<file path="src/rtl/gpio_bank_pkg.sv">
package gpio_bank_pkg;

   localparam int ADDR_W = 4;

   typedef enum logic [ADDR_W-1:0] {
      REG_DIR  = 4'd0,
      REG_DIN  = 4'd1,
      REG_DOUT = 4'd2,
      REG_SET  = 4'd3,
      REG_CLR  = 4'd4,
      REG_DEB  = 4'd5,
      REG_CTRL = 4'd6,
      REG_PU   = 4'd7,
      REG_PD   = 4'd8,
      REG_OD   = 4'd9,
      REG_RISE = 4'd10,
      REG_FALL = 4'd11,
      REG_MASK = 4'd12,
      REG_STAT = 4'd13,
      REG_WAKE = 4'd14,
      REG_FSEL = 4'd15
   } reg_addr_e;

endpackage

</file>
<file path="src/rtl/gpio_bank_regs.sv">
module gpio_bank_regs
   import gpio_bank_pkg::*;
#(
   parameter int NLINES = 8
) (
   input  logic                clk,
   input  logic                rst_n,
   input  logic                bus_wr,
   input  logic [ADDR_W-1:0]   bus_addr,
   input  logic [NLINES-1:0]   bus_wdata,
   output logic [NLINES-1:0]   bus_rdata,
   input  logic [NLINES-1:0]   din,
   input  logic [NLINES-1:0]   stat,
   output logic [NLINES-1:0]   dir,
   output logic [NLINES-1:0]   dout,
   output logic [NLINES-1:0]   deb_en,
   output logic                gen,
   output logic [NLINES-1:0]   pu,
   output logic [NLINES-1:0]   pd,
   output logic [NLINES-1:0]   od,
   output logic [NLINES-1:0]   rise_en,
   output logic [NLINES-1:0]   fall_en,
   output logic [NLINES-1:0]   mask,
   output logic [NLINES-1:0]   wake_en,
   output logic [NLINES-1:0]   fsel,
   output logic [NLINES-1:0]   stat_clr
);

   logic [NLINES-1:0] dir_q, dout_q, deb_q, pu_q, pd_q, od_q;
   logic [NLINES-1:0] rise_q, fall_q, mask_q, wake_q, fsel_q;
   logic              gen_q;

   always_ff @(posedge clk or negedge rst_n) begin
      if (!rst_n) begin
         dir_q  <= '0;
         dout_q <= '0;
         deb_q  <= '0;
         pu_q   <= '0;
         pd_q   <= '0;
         od_q   <= '0;
         rise_q <= '0;
         fall_q <= '0;
         mask_q <= '0;
         wake_q <= '0;
         fsel_q <= '0;
         gen_q  <= 1'b0;
      end else if (bus_wr) begin
         case (bus_addr)
            REG_DIR:  dir_q  <= bus_wdata;
            REG_DOUT: dout_q <= bus_wdata;
            REG_SET:  dout_q <= dout_q | bus_wdata;
            REG_CLR:  dout_q <= dout_q & ~bus_wdata;
            REG_DEB:  deb_q  <= bus_wdata;
            REG_CTRL: gen_q  <= bus_wdata[0];
            REG_PU:   pu_q   <= bus_wdata;
            REG_PD:   pd_q   <= bus_wdata;
            REG_OD:   od_q   <= bus_wdata;
            REG_RISE: rise_q <= bus_wdata;
            REG_FALL: fall_q <= bus_wdata;
            REG_MASK: mask_q <= bus_wdata;
            REG_WAKE: wake_q <= bus_wdata;
            REG_FSEL: fsel_q <= bus_wdata;
            default: ;
         endcase
      end
   end

   always_comb begin
      bus_rdata = '0;
      case (bus_addr)
         REG_DIR:  bus_rdata = dir_q;
         REG_DIN:  bus_rdata = din;
         REG_DOUT: bus_rdata = dout_q;
         REG_DEB:  bus_rdata = deb_q;
         REG_CTRL: bus_rdata[0] = gen_q;
         REG_PU:   bus_rdata = pu_q;
         REG_PD:   bus_rdata = pd_q;
         REG_OD:   bus_rdata = od_q;
         REG_RISE: bus_rdata = rise_q;
         REG_FALL: bus_rdata = fall_q;
         REG_MASK: bus_rdata = mask_q;
         REG_STAT: bus_rdata = stat;
         REG_WAKE: bus_rdata = wake_q;
         REG_FSEL: bus_rdata = fsel_q;
         default:  bus_rdata = '0;
      endcase
   end

   assign stat_clr = (bus_wr && bus_addr == REG_STAT) ? bus_wdata : '0;

   assign dir     = dir_q;
   assign dout    = dout_q;
   assign deb_en  = deb_q;
   assign gen     = gen_q;
   assign pu      = pu_q;
   assign pd      = pd_q;
   assign od      = od_q;
   assign rise_en = rise_q;
   assign fall_en = fall_q;
   assign mask    = mask_q;
   assign wake_en = wake_q;
   assign fsel    = fsel_q;

   // set strobe leaves every written-1 bit high
   assert_set_strobe_R3: assert property (@(posedge clk) disable iff (!rst_n)
      (bus_wr && bus_addr == REG_SET) |=> ((dout_q & $past(bus_wdata)) == $past(bus_wdata)));

   // clear strobe leaves every written-1 bit low
   assert_clr_strobe_R3: assert property (@(posedge clk) disable iff (!rst_n)
      (bus_wr && bus_addr == REG_CLR) |=> ((dout_q & $past(bus_wdata)) == '0));

   // an all-zero strobe changes nothing
   assert_zero_strobe_R3: assert property (@(posedge clk) disable iff (!rst_n)
      (bus_wr && (bus_addr == REG_SET || bus_addr == REG_CLR) && bus_wdata == '0)
      |=> $stable(dout_q));

endmodule

</file>
<file path="src/rtl/gpio_bank_infilt.sv">
module gpio_bank_infilt #(
   parameter int NLINES    = 8,
   parameter int DEB_TICKS = 4,
   parameter int TICK_DIV  = 1
) (
   input  logic              clk,
   input  logic              rst_n,
   input  logic [NLINES-1:0] pad_in,
   input  logic [NLINES-1:0] deb_en,
   output logic [NLINES-1:0] filt
);

   localparam int CW = $clog2(DEB_TICKS);
   localparam logic [CW-1:0] CNT_LAST = CW'(DEB_TICKS - 1);
   localparam int TW = (TICK_DIV > 1) ? $clog2(TICK_DIV) : 1;

   if (DEB_TICKS < 2) begin : g_bad_deb
      $error("gpio_bank_infilt: DEB_TICKS must be at least 2");
   end
   if (TICK_DIV < 1) begin : g_bad_div
      $error("gpio_bank_infilt: TICK_DIV must be at least 1");
   end

   logic tick;

   if (TICK_DIV == 1) begin : g_tick_every
      assign tick = 1'b1;
   end else begin : g_tick_div
      localparam logic [TW-1:0] DIV_LAST = TW'(TICK_DIV - 1);
      logic [TW-1:0] tcnt;
      always_ff @(posedge clk or negedge rst_n) begin
         if (!rst_n)              tcnt <= '0;
         else if (tcnt == DIV_LAST) tcnt <= '0;
         else                     tcnt <= tcnt + 1'b1;
      end
      assign tick = (tcnt == DIV_LAST);
   end

   for (genvar i = 0; i < NLINES; i++) begin : g_line
      logic          s0, s1, acc;
      logic [CW-1:0] cnt;

      always_ff @(posedge clk or negedge rst_n) begin
         if (!rst_n) begin
            s0  <= 1'b0;
            s1  <= 1'b0;
            acc <= 1'b0;
            cnt <= '0;
         end else begin
            s0 <= pad_in[i];
            s1 <= s0;
            if (!deb_en[i]) begin
               acc <= s1;
               cnt <= '0;
            end else if (s1 == acc) begin
               cnt <= '0;
            end else if (tick) begin
               if (cnt == CNT_LAST) begin
                  acc <= s1;
                  cnt <= '0;
               end else begin
                  cnt <= cnt + 1'b1;
               end
            end
         end
      end

      assign filt[i] = acc;

      // with debounce on, the accepted level moves only at the end of a full run
      assert_deb_hold_R8: assert property (@(posedge clk) disable iff (!rst_n)
         (deb_en[i] && !(tick && cnt == CNT_LAST)) |=> $stable(acc));

      // an accepted change always matches the synchronized level
      assert_deb_match_R8: assert property (@(posedge clk) disable iff (!rst_n)
         (deb_en[i] && acc != s1 && tick && cnt == CNT_LAST) |=> (acc == $past(s1)));
   end

endmodule

</file>
<file path="src/rtl/gpio_bank_edge.sv">
module gpio_bank_edge #(
   parameter int NLINES = 8
) (
   input  logic              clk,
   input  logic              rst_n,
   input  logic [NLINES-1:0] filt,
   input  logic              gen,
   input  logic [NLINES-1:0] fsel,
   input  logic [NLINES-1:0] rise_en,
   input  logic [NLINES-1:0] fall_en,
   input  logic [NLINES-1:0] mask,
   input  logic [NLINES-1:0] wake_en,
   input  logic [NLINES-1:0] stat_clr,
   output logic [NLINES-1:0] stat,
   output logic              irq,
   output logic              wake
);

   logic [NLINES-1:0] prev_q, stat_q, ev;

   always_comb begin
      ev = ((filt & ~prev_q & rise_en) | (~filt & prev_q & fall_en)) & ~fsel;
      if (!gen) ev = '0;
   end

   always_ff @(posedge clk or negedge rst_n) begin
      if (!rst_n) begin
         prev_q <= '0;
         stat_q <= '0;
      end else begin
         prev_q <= filt;
         stat_q <= (stat_q & ~stat_clr) | ev;
      end
   end

   assign stat = stat_q;
   assign irq  = |(stat_q & ~mask);
   assign wake = |(stat_q & wake_en);

   // a status bit falls only when 1 was written to it
   assert_sticky_R10: assert property (@(posedge clk) disable iff (!rst_n)
      1'b1 |=> (($past(stat_q) & ~$past(stat_clr) & ~stat_q) == '0));

   // no status bit rises while the bank is disabled
   assert_no_capture_off_R6: assert property (@(posedge clk) disable iff (!rst_n)
      !gen |=> ((stat_q & ~$past(stat_q)) == '0));

   // a line handed to its secondary function never gains a status bit
   assert_no_capture_alt_R9: assert property (@(posedge clk) disable iff (!rst_n)
      1'b1 |=> ((stat_q & ~$past(stat_q) & $past(fsel)) == '0));

endmodule

</file>
<file path="src/rtl/gpio_bank_padmux.sv">
module gpio_bank_padmux #(
   parameter int NLINES = 8
) (
   input  logic              clk,
   input  logic              rst_n,
   input  logic              gen,
   input  logic [NLINES-1:0] fsel,
   input  logic [NLINES-1:0] dir,
   input  logic [NLINES-1:0] dout,
   input  logic [NLINES-1:0] od,
   input  logic [NLINES-1:0] pu,
   input  logic [NLINES-1:0] pd,
   input  logic [NLINES-1:0] alt_oe,
   input  logic [NLINES-1:0] alt_out,
   input  logic [NLINES-1:0] alt_pu,
   input  logic [NLINES-1:0] alt_pd,
   output logic [NLINES-1:0] pad_oe,
   output logic [NLINES-1:0] pad_out,
   output logic [NLINES-1:0] pad_pu,
   output logic [NLINES-1:0] pad_pd
);

   for (genvar i = 0; i < NLINES; i++) begin : g_line
      logic drive, p_oe, p_out;

      assign drive = gen & dir[i];
      assign p_oe  = drive & (~od[i] | ~dout[i]);
      assign p_out = drive & ~od[i] & dout[i];

      always_comb begin
         if (fsel[i]) begin
            pad_oe[i]  = alt_oe[i];
            pad_out[i] = alt_out[i];
            pad_pu[i]  = alt_pu[i];
            pad_pd[i]  = alt_pd[i];
         end else begin
            pad_oe[i]  = p_oe;
            pad_out[i] = p_out;
            pad_pu[i]  = pu[i];
            pad_pd[i]  = pd[i] & ~pu[i];
         end
      end

      // an open-drain primary line never actively drives high
      assert_od_no_high_R4: assert property (@(posedge clk) disable iff (!rst_n)
         (!fsel[i] && od[i]) |-> !(pad_oe[i] && pad_out[i]));

      // the two pulls on a primary line are never on together
      assert_pull_excl_R5: assert property (@(posedge clk) disable iff (!rst_n)
         !fsel[i] |-> !(pad_pu[i] && pad_pd[i]));
   end

endmodule

</file>
<file path="src/rtl/gpio_bank.sv">
module gpio_bank
   import gpio_bank_pkg::*;
#(
   parameter int NLINES    = 8,
   parameter int DEB_TICKS = 4,
   parameter int TICK_DIV  = 1
) (
   input  logic              clk,
   input  logic              rst_n,
   input  logic              bus_wr,
   input  logic [3:0]        bus_addr,
   input  logic [NLINES-1:0] bus_wdata,
   output logic [NLINES-1:0] bus_rdata,
   input  logic [NLINES-1:0] pad_in,
   output logic [NLINES-1:0] pad_oe,
   output logic [NLINES-1:0] pad_out,
   output logic [NLINES-1:0] pad_pu,
   output logic [NLINES-1:0] pad_pd,
   input  logic [NLINES-1:0] alt_oe,
   input  logic [NLINES-1:0] alt_out,
   input  logic [NLINES-1:0] alt_pu,
   input  logic [NLINES-1:0] alt_pd,
   output logic              irq,
   output logic              wake
);

   if (NLINES < 1 || NLINES > 32) begin : g_bad_lines
      $error("gpio_bank: NLINES must be between 1 and 32");
   end

   logic [NLINES-1:0] dir, dout, deb_en, pu, pd, od;
   logic [NLINES-1:0] rise_en, fall_en, mask, wake_en, fsel;
   logic [NLINES-1:0] stat_clr, stat, filt;
   logic              gen;

   gpio_bank_regs #(.NLINES(NLINES)) u_regs (
      .clk      (clk),
      .rst_n    (rst_n),
      .bus_wr   (bus_wr),
      .bus_addr (bus_addr),
      .bus_wdata(bus_wdata),
      .bus_rdata(bus_rdata),
      .din      (filt),
      .stat     (stat),
      .dir      (dir),
      .dout     (dout),
      .deb_en   (deb_en),
      .gen      (gen),
      .pu       (pu),
      .pd       (pd),
      .od       (od),
      .rise_en  (rise_en),
      .fall_en  (fall_en),
      .mask     (mask),
      .wake_en  (wake_en),
      .fsel     (fsel),
      .stat_clr (stat_clr)
   );

   gpio_bank_infilt #(
      .NLINES   (NLINES),
      .DEB_TICKS(DEB_TICKS),
      .TICK_DIV (TICK_DIV)
   ) u_infilt (
      .clk   (clk),
      .rst_n (rst_n),
      .pad_in(pad_in),
      .deb_en(deb_en),
      .filt  (filt)
   );

   gpio_bank_edge #(.NLINES(NLINES)) u_edge (
      .clk     (clk),
      .rst_n   (rst_n),
      .filt    (filt),
      .gen     (gen),
      .fsel    (fsel),
      .rise_en (rise_en),
      .fall_en (fall_en),
      .mask    (mask),
      .wake_en (wake_en),
      .stat_clr(stat_clr),
      .stat    (stat),
      .irq     (irq),
      .wake    (wake)
   );

   gpio_bank_padmux #(.NLINES(NLINES)) u_padmux (
      .clk    (clk),
      .rst_n  (rst_n),
      .gen    (gen),
      .fsel   (fsel),
      .dir    (dir),
      .dout   (dout),
      .od     (od),
      .pu     (pu),
      .pd     (pd),
      .alt_oe (alt_oe),
      .alt_out(alt_out),
      .alt_pu (alt_pu),
      .alt_pd (alt_pd),
      .pad_oe (pad_oe),
      .pad_out(pad_out),
      .pad_pu (pad_pu),
      .pad_pd (pad_pd)
   );

   // with the bank disabled only secondary lines may drive
   assert_off_tristate_R6: assert property (@(posedge clk) disable iff (!rst_n)
      !gen |-> ((pad_oe & ~fsel) == '0));

   // irq never rises without a fresh or standing unmasked status bit
   assert_irq_source_R11: assert property (@(posedge clk) disable iff (!rst_n)
      $rose(irq) |-> ((u_edge.stat & ~mask) != '0));

endmodule

</file>
<file path="config.mk">
export PLATFORM = sky130hd
export DESIGN_NAME = gpio_bank
export DESIGN_NICKNAME = d
export VERILOG_FILES = /design/src/rtl/gpio_bank_pkg.sv /design/src/rtl/gpio_bank_regs.sv /design/src/rtl/gpio_bank_infilt.sv /design/src/rtl/gpio_bank_edge.sv /design/src/rtl/gpio_bank_padmux.sv /design/src/rtl/gpio_bank.sv
export SDC_FILE = /design/constraint.sdc
export NUM_CORES = 1
export LEC_CHECK = 0
export BUFFER_PORTS_ARGS = -buffer_cell sky130_fd_sc_hd__buf_2
export CAP_MARGIN = 10
export CORE_MARGIN = 2
export CORE_UTILIZATION = 42
export CTS_BUF_LIST = sky130_fd_sc_hd__clkbuf_4 sky130_fd_sc_hd__clkbuf_8
export CTS_CLUSTER_DIAMETER = 120
export DETAILED_ROUTE_END_ITERATION = 7
export SYNTH_ARGS = -nofsm -noshare
export SYNTH_HDL_FRONTEND = slang
export SYNTH_SLANG_ARGS = --single-unit
</file>
<file path="constraint.sdc">
create_clock -name clk -period 5.6 [get_ports clk]
set_clock_uncertainty 0.1 [all_clocks]
set_input_delay 1.12 -clock clk [delete_from_list [all_inputs] [get_ports clk]]
set_output_delay 1.12 -clock clk [all_outputs]
set_load 0.01 [all_outputs]
</file>
==> results of run 1 <==
==> through the flow <==
stage / hold WS, ps / util / cell area [µm²] / total power, mW
after floorplan: 231 / - / 7190 / 1.98
after global placement: 232 / 0.469 / 7810 / 2.24
after detailed placement: 235 / 0.469 / 7810 / 2.27
after CTS: 251 / 0.498 / 8280 / 3.24
after global routing: 258 / 0.498 / 8280 / 3.40
final: 250 / 0.498 / 8280 / 3.22
==> worst min-delay path by stage <==
stage / start / to / slack [ps] / cells past startpoint
global placement: u_infilt.g_line[3].s0 / u_infilt.g_line[3].s1 / 230 / 0
floorplan: u_infilt.g_line[0].s0 / u_infilt.g_line[0].s1 / 230 / 0
detailed placement: u_infilt.g_line[3].s0 / u_infilt.g_line[3].s1 / 230 / 0
global route: u_infilt.g_line[4].s0 / u_infilt.g_line[4].s1 / 260 / 0
CTS: u_infilt.g_line[3].s0 / u_infilt.g_line[3].s1 / 250 / 0
finish: u_infilt.g_line[4].s0 / u_infilt.g_line[4].s1 / 250 / 0
==> layer usage <==
layer | global-route usage | up-vias
met5 | 0 | -
met4 | 0.0883 | 0
met3 | 0.0499 | 42
met2 | 0.345 | 262
met1 | 0.320 | 2820
li1 | - | 2514
==> final cells by class <==
| class | count | area, µm² | area share |
|---|---|---|---|
| flip-flops and latches | 145 | 3630 | 0.438 |
| multi-input cells | 436 | 3300 | 0.399 |
| repair buffers | 101 | 522 | 0.0630 |
| clock buffers | 24 | 324 | 0.0391 |
| well taps | 220 | 275 | 0.0332 |
| clock inverters | 8 | 148 | 0.0178 |
| inverters | 22 | 82.6 | 0.00997 |
==> cells by family (layout without fill, tap and decap cells) <==
group	after synthesis	in the layout
AO/OA/AOI/OAI	141	141
XOR/XNOR	8	8
adder cells (fa/ha/maj)	8	8
buffers and inverters	60	155
flip-flops	145	145
multiplexers	103	103
AND/OR/NAND/NOR	176	176
==> cells in the final DEF, fill, tap and decap left out, drive strengths merged, types with 10 or more instances in the layout <==
| cell | n |
|---|---|
| a22oi | 13 |
| a32o | 10 |
| buf | 101 |
| nor2 | 24 |
| mux2 | 93 |
| a22o | 23 |
| nand3 | 11 |
| nor3 | 17 |
| dfrtp | 145 |
| clkbuf | 24 |
| o21ai | 35 |
| inv | 22 |
| nand2 | 72 |
| nand2b | 12 |
| nand3b | 11 |
==> worst register-to-register path, delay by kind of cell (launching register included) <==
family	cells	cell delay, ps
flip-flops	1	540
buffers and inverters	1	280
AO/OA/AOI/OAI	1	270
==> cells in the mapped netlist (4+ instances only) <==
master    count
a32o_1       10
o21bai_1      8
nor3b_1       4
o22ai_1       8
nand2b_1     12
nand3_1       9
nor2b_1       6
inv_1        22
a31oi_1       6
dfrtp_1     145
nor2_2        5
nor3_1       15
a22oi_1      13
ha_1          8
o21ai_0      33
and2_1        4
mux2i_1       7
nor2_1       18
a22o_1       23
a211oi_1      8
nand2_1      71
clkbuf_1     20
mux2_2       90
nand3b_1     11
a21o_1        8
xnor2_1       8
buf_2        13
==> power breakdown <==
group          switching [mW]  internal (mW)
sequential              0.273           1.28
combinational           0.339          0.373
clock                   0.396          0.562
==> summary.txt, run 1 <==
Logic synthesis
  – Top post-synthesis cells by area: dfrtp_1, mux2_2, nand2_1
  – Top FF cell, synth: dfrtp_1
  – Post-synthesis mux area share: 0.165
  – Largest family of logic cells by synthesized area: multiplexers
  – Simple-gate share of the synthesized area: 0.127
  – Xor/xnor share of the synthesized area: 0.00974
  – Area fraction of the dominant cell type after synthesis: 0.505
  – Register area share after synthesis: 0.505
  – Cell taking the most area after synthesis: dfrtp_1
  – Synthesized instance count: approximately 640
  – Synth async-reset ratio: 1.00
  – Post-synthesis compound-gate area fraction: 0.143
  – Ys Warns: 0
  – Synthesis-stage register bit count: 145
  – Cell variety after synth: 62
  – Syn Nets: 704
  – Post-synth EDFFs: 0
  – Syn Std Cell Area: 7190 µm²
  – Fraction of the mapped netlist area in adder cells: 0.0139
  – Synth Area per Inst: 11.2 µm²

Routing
  – Vias: around 5600
  – DR WL/cell: 20.6 µm
  – Wl on met1: 8670 µm
  – DRC errors left: 0
  – Detailed Routing Iterations Pass 1: 5
  – Drt total wl: 19700 µm
  – Highest Signal Layer: met4
  – DRT iter0 DRCs: 599
  – DR WL met2: 9140 µm
  – Vias/cell: 5.90
  – Met3 WL: ~1400 µm
  – Routed Antenna Nets: 0

Cells and area
  – Layout Cells excl Fill: 956
  – Total inserted antenna cells: 0
  – Largest register by flop count: u_infilt.g_line.cnt
  – # fillers: 1519
  – Max reg flops: 16
  – Share of cells above drive strength 1: 0.325
  – Area grow syn2layout: 15.2%
  – Final #Nets: about 790

STA
  – Final Max Slew Viols: 0
  – Setup TNS: 0 ps
  – RSZ-0062 raised after global routing: no
  – Worst setup margin: ~1200 ps
  – Max Freq: ~230 MHz
  – Final Hold Vio Count: 0
  – Worst-margin pin slew: 1110 ps
  – Slew margin rel.: 0.260
  – Final setup vio count: 0
  – Final period util: 0.792
  – Final min period: about 4400 ps

Critical path
  – Worst setup path endpoint: bus_rdata[6]
  – CP Cell Sequence: buf_2 > nor2_1 > a22o_1 > mux4_2 > a21o_1 > buf_2
  – Critical path type: in -> out
  – Crit-path max FO: 45
  – Crit path max-delay family: buffers and inverters
  – Worst R2R Path Depth: 2
  – Worst reg2reg setup slack: 4300 ps
  – Most frequent CP cell: buf_2
  – Buf+Inv Stages, Crit Path: 2
  – FF-to-FF End: u_edge.stat[2]
  – Slowest-stage cell, CP: buf_2
  – Largest stage delay, worst path: 660 ps
  – WP data arrival: 3210 ps
  – Worst Path Required: 4380 ps
  – CP startpoint kind: input port
  – R2R Path Start: u_regs.gen
  – Crit end category: output port
  – Critical Path Stages: 6
  – Start point of the critical path: bus_addr[3]

Place
  – Placed insts: ~920
  – DP Wirelength: 13300 µm
  – Routability congestion estimate: roughly 0.89
  – Buffers on Ports: 96
  – Pre-CTS setup slack: 1230 ps

Clock network
  – TritonCTS buffer count: 17
  – Hold buffers post-CTS: 0
  – Worst-case clock buffer depth: 2
  – H-tree depth: 4
  – Post-CTS setup buffers: 0
  – Reg clk slew, reported paths: 70 ps
  – Root Buffer: clkbuf_8
  – Resized cells post-CTS: 0
  – Clk Latency, worst-skew pair: between 400 and 500 ps
  – CTS tree: done
  – Clock Sinks: roughly 150

Die
  – Die footprint: between 15000 and 20000 µm²
  – Initial Util: 0.432
  – Core ar.: 16600 µm²
  – Die Span Y: 135 µm
  – FP Rows: 47
  – Chip width: 135 µm
  – # IOs: between 90 and 100

Status
  – Status: finished, final reports clean

Job
  – Max-cap violations: 0

Global route
  – All-Layer GR Usage: 0.228
  – Antenna violations before repair: 0
  – Number of global-route vias before repair: 5444
  – Largest net degree at the start of global routing: 109
  – GRT overflow: 0
  – First-pass GRT wire length: around 31000 µm

Power
  – Maximum vdd ir drop: 150 µV
  – Lkg Pwr: between 3 and 4 nW
  – Total power per unit cell area: 389 nW/µm²

Hold path
  – Hold Crit Class: reg -> reg
Note: power is estimated with default switching activity, not from simulation.
==> inputs of run 2 (changes only) <==
clock period = 3.8 ns   (was 5.6 ns; I/O delays follow)
==> run 2 against run 1 <==
Compared with the run above: final area down 0.41%; largest power group unchanged; largest cell class unchanged; total power up 37%; final cell count up 1.2%; flip-flop and latch count unchanged; critical path depth up 1; register-to-register slack worse by 1900 ps; first-iteration DRC count down 31%; sequential power up 48%; combinational power up 47%.
==> summary.txt, run 2 (same netlist as run 1, synthesis figures left out) <==
STA
  – Worst-margin pin slew: 1170 ps (was 1110 ps)
  – Slew margin rel.: 0.211 (was 0.260)
  – Final Hold Vio Count: 0 (unchanged)
  – Setup TNS: 0 ps (unchanged)
  – Final min period: about 3400 ps
  – Max Freq: 294 MHz
  – Final period util: 0.894
  – Final Max Slew Viols: 0 (unchanged)
  – RSZ-0062 raised after global routing: no (unchanged)
  – Final setup vio count: 0 (unchanged)

Critical path
  – Slowest-stage cell, CP: or4_1 (was buf_2)
  – Crit-path max FO: 19 (was 45)
  – Worst R2R Path Depth: 2 (unchanged)
  – WP data arrival: 2540 ps (was 3210 ps)
  – Crit end category: output port (unchanged)
  – Critical path type: in -> out (unchanged)
  – FF-to-FF End: u_edge.stat[6] (was u_edge.stat[2])
  – CP startpoint kind: input port (unchanged)
  – Most frequent CP cell: buf_2 (unchanged)
  – Worst Path Required: 2940 ps (was 4380 ps)
  – Largest stage delay, worst path: 600 ps (was 660 ps)
  – CP Cell Sequence: buf_2 > buf_4 > nand2_2 > o32a_1 > a32oi_1 > or4_1 > buf_2 (was buf_2 > nor2_1 > a22o_1 > mux4_2 > a21o_1 > buf_2)
  – R2R Path Start: u_regs.gen (unchanged)
  – Worst reg2reg setup slack: 2400 ps (was 4300 ps)

Die
  – FP Rows: 47 (unchanged)
  – Die footprint: 18200 µm² (unchanged)
  – Core ar.: 16600 µm² (unchanged)
  – # IOs: 97 (unchanged)
  – Initial Util: 0.432 (unchanged)
  – Chip width: 135 µm (unchanged)
  – Die Span Y: 135 µm (unchanged)

Power
  – Maximum vdd ir drop: 237 µV (was 150 µV)
  – Power Total: 4.41 mW (was 3.22 mW)
  – Total power per unit cell area: 535 nW/µm² (was 389 nW/µm²)
  – Lkg Pwr: 3.71 nW (about the same)

Clock network
  – Post-CTS setup buffers: 0 (unchanged)
  – CTS tree: done (unchanged)
  – H-tree depth: 4 (unchanged)
  – Worst-case clock buffer depth: 2 (unchanged)
  – Clk Latency, worst-skew pair: 470 ps (was 450 ps)
  – Resized cells post-CTS: 0 (unchanged)
  – Hold buffers post-CTS: 0 (unchanged)
  – Reg clk slew, reported paths: 80 ps (was 70 ps)
  – Clock Sinks: 145 (unchanged)
  – TritonCTS buffer count: 17 (unchanged)
  – Root Buffer: clkbuf_8 (unchanged)

Routing
  – DRC errors left: 0 (unchanged)
  – Vias: 5571 (was 5638)
  – DRT iter0 DRCs: 416 (was 599)
  – Routed Antenna Nets: 0 (unchanged)
  – Detailed Routing Iterations Pass 1: 5 (unchanged)
  – DR WL/cell: 20.6 µm (about the same)
  – Vias/cell: 5.76 (was 5.90)
  – Drt total wl: 19900 µm (was 19700 µm)

Job
  – Max-cap violations: 0 (unchanged)

Cells and area
  – Layout Cells excl Fill: 967 (was 956)
  – Area grow syn2layout: 14.7% (was 15.2%)
  – Most frequent cells in the layout: dfrtp_1, buf_2, mux2_2 (unchanged)
  – Final core occ: 0.496 (was 0.498)
  – Finished Cell Area: 8250 µm² (was 8280 µm²)
  – # fillers: 1503 (was 1519)
  – Total inserted antenna cells: 0 (unchanged)
  – Max reg flops: 16 (unchanged)
  – Share of cells above drive strength 1: 0.335 (was 0.325)
  – Largest register by flop count: u_infilt.g_line.cnt (unchanged)
  – Leading cell type in the layout, fill and taps excluded: dfrtp_1 (unchanged)
  – Final #Nets: 797 (was 786)

Place
  – Placed Area: 7910 µm² (was 7810 µm²)
  – Routability congestion estimate: 0.925 (was 0.889)
  – Placed insts: 935 (was 924)
  – Buffers on Ports: 96 (unchanged)
  – DP Wirelength: 14000 µm (was 13300 µm)

Global route
  – GRT overflow: 0 (unchanged)
  – All-Layer GR Usage: 0.228 (about the same)
  – Largest net degree at the start of global routing: 64 (was 109)
  – Number of global-route vias before repair: 5595 (was 5444)
  – First-pass GRT wire length: 31100 µm (was 31000 µm)
  – Antenna violations before repair: 0 (unchanged)

Status
  – Status: finished, final reports clean (unchanged)

Hold path
  – Hold Crit Class: in -> async (was reg -> reg)
-- run 2: how the worst max path moves through the flow --
stage	from	to	slack (ps)	cells past startpoint
after floorplan	bus_addr[3]	bus_rdata[6]	940	5
after global placement	bus_addr[3]	bus_rdata[6]	450	6
after detailed placement	bus_addr[3]	bus_rdata[6]	420	6
after CTS	bus_addr[3]	bus_rdata[6]	400	6
after global routing	bus_addr[1]	bus_rdata[0]	350	7
final	bus_addr[1]	bus_rdata[0]	400	7
-- run 2: metrics by stage --
step	hold WS, ps	setup slack, ps
2_1_floorplan	231	936
3_3_place_gp	233	451
3_5_place_dp	236	419
4_1_cts	164	401
5_1_grt	189	346
6_report	171	403
-- run 2: area by class of cell --
type | count | area [µm²] | share of cell area
repair buffers | 112 | 619 | 0.0751
inverters | 22 | 82.6 | 0.0100
multi-input cells | 436 | 3300 | 0.400
well taps | 220 | 275 | 0.0334
clock buffers | 19 | 249 | 0.0302
flip-flops and latches | 145 | 3630 | 0.440
clock inverters | 13 | 91.3 | 0.0111
-- run 2: worst max-delay path, delay by kind of cell --
family	cells	cell delay [ps]
buffers and inverters	3	680
AO/OA/AOI/OAI	2	300
AND/OR/NAND/NOR	2	790
-- run 2: layer usage --
layer	GRT usage	vias to the layer above	wire length, µm
li1	-	2524	-
met3	0.0676	39	1490
met1	0.312	2791	8890
met4	0.0906	0	600
met5	0	-	0
met2	0.340	217	8970
-- run 2: where the power goes --
part	leakage, nW	internal, mW	switching (mW)
sequential	1.78	1.88	0.411
clock	0.161	0.461	0.609
combinational	1.77	0.556	0.494
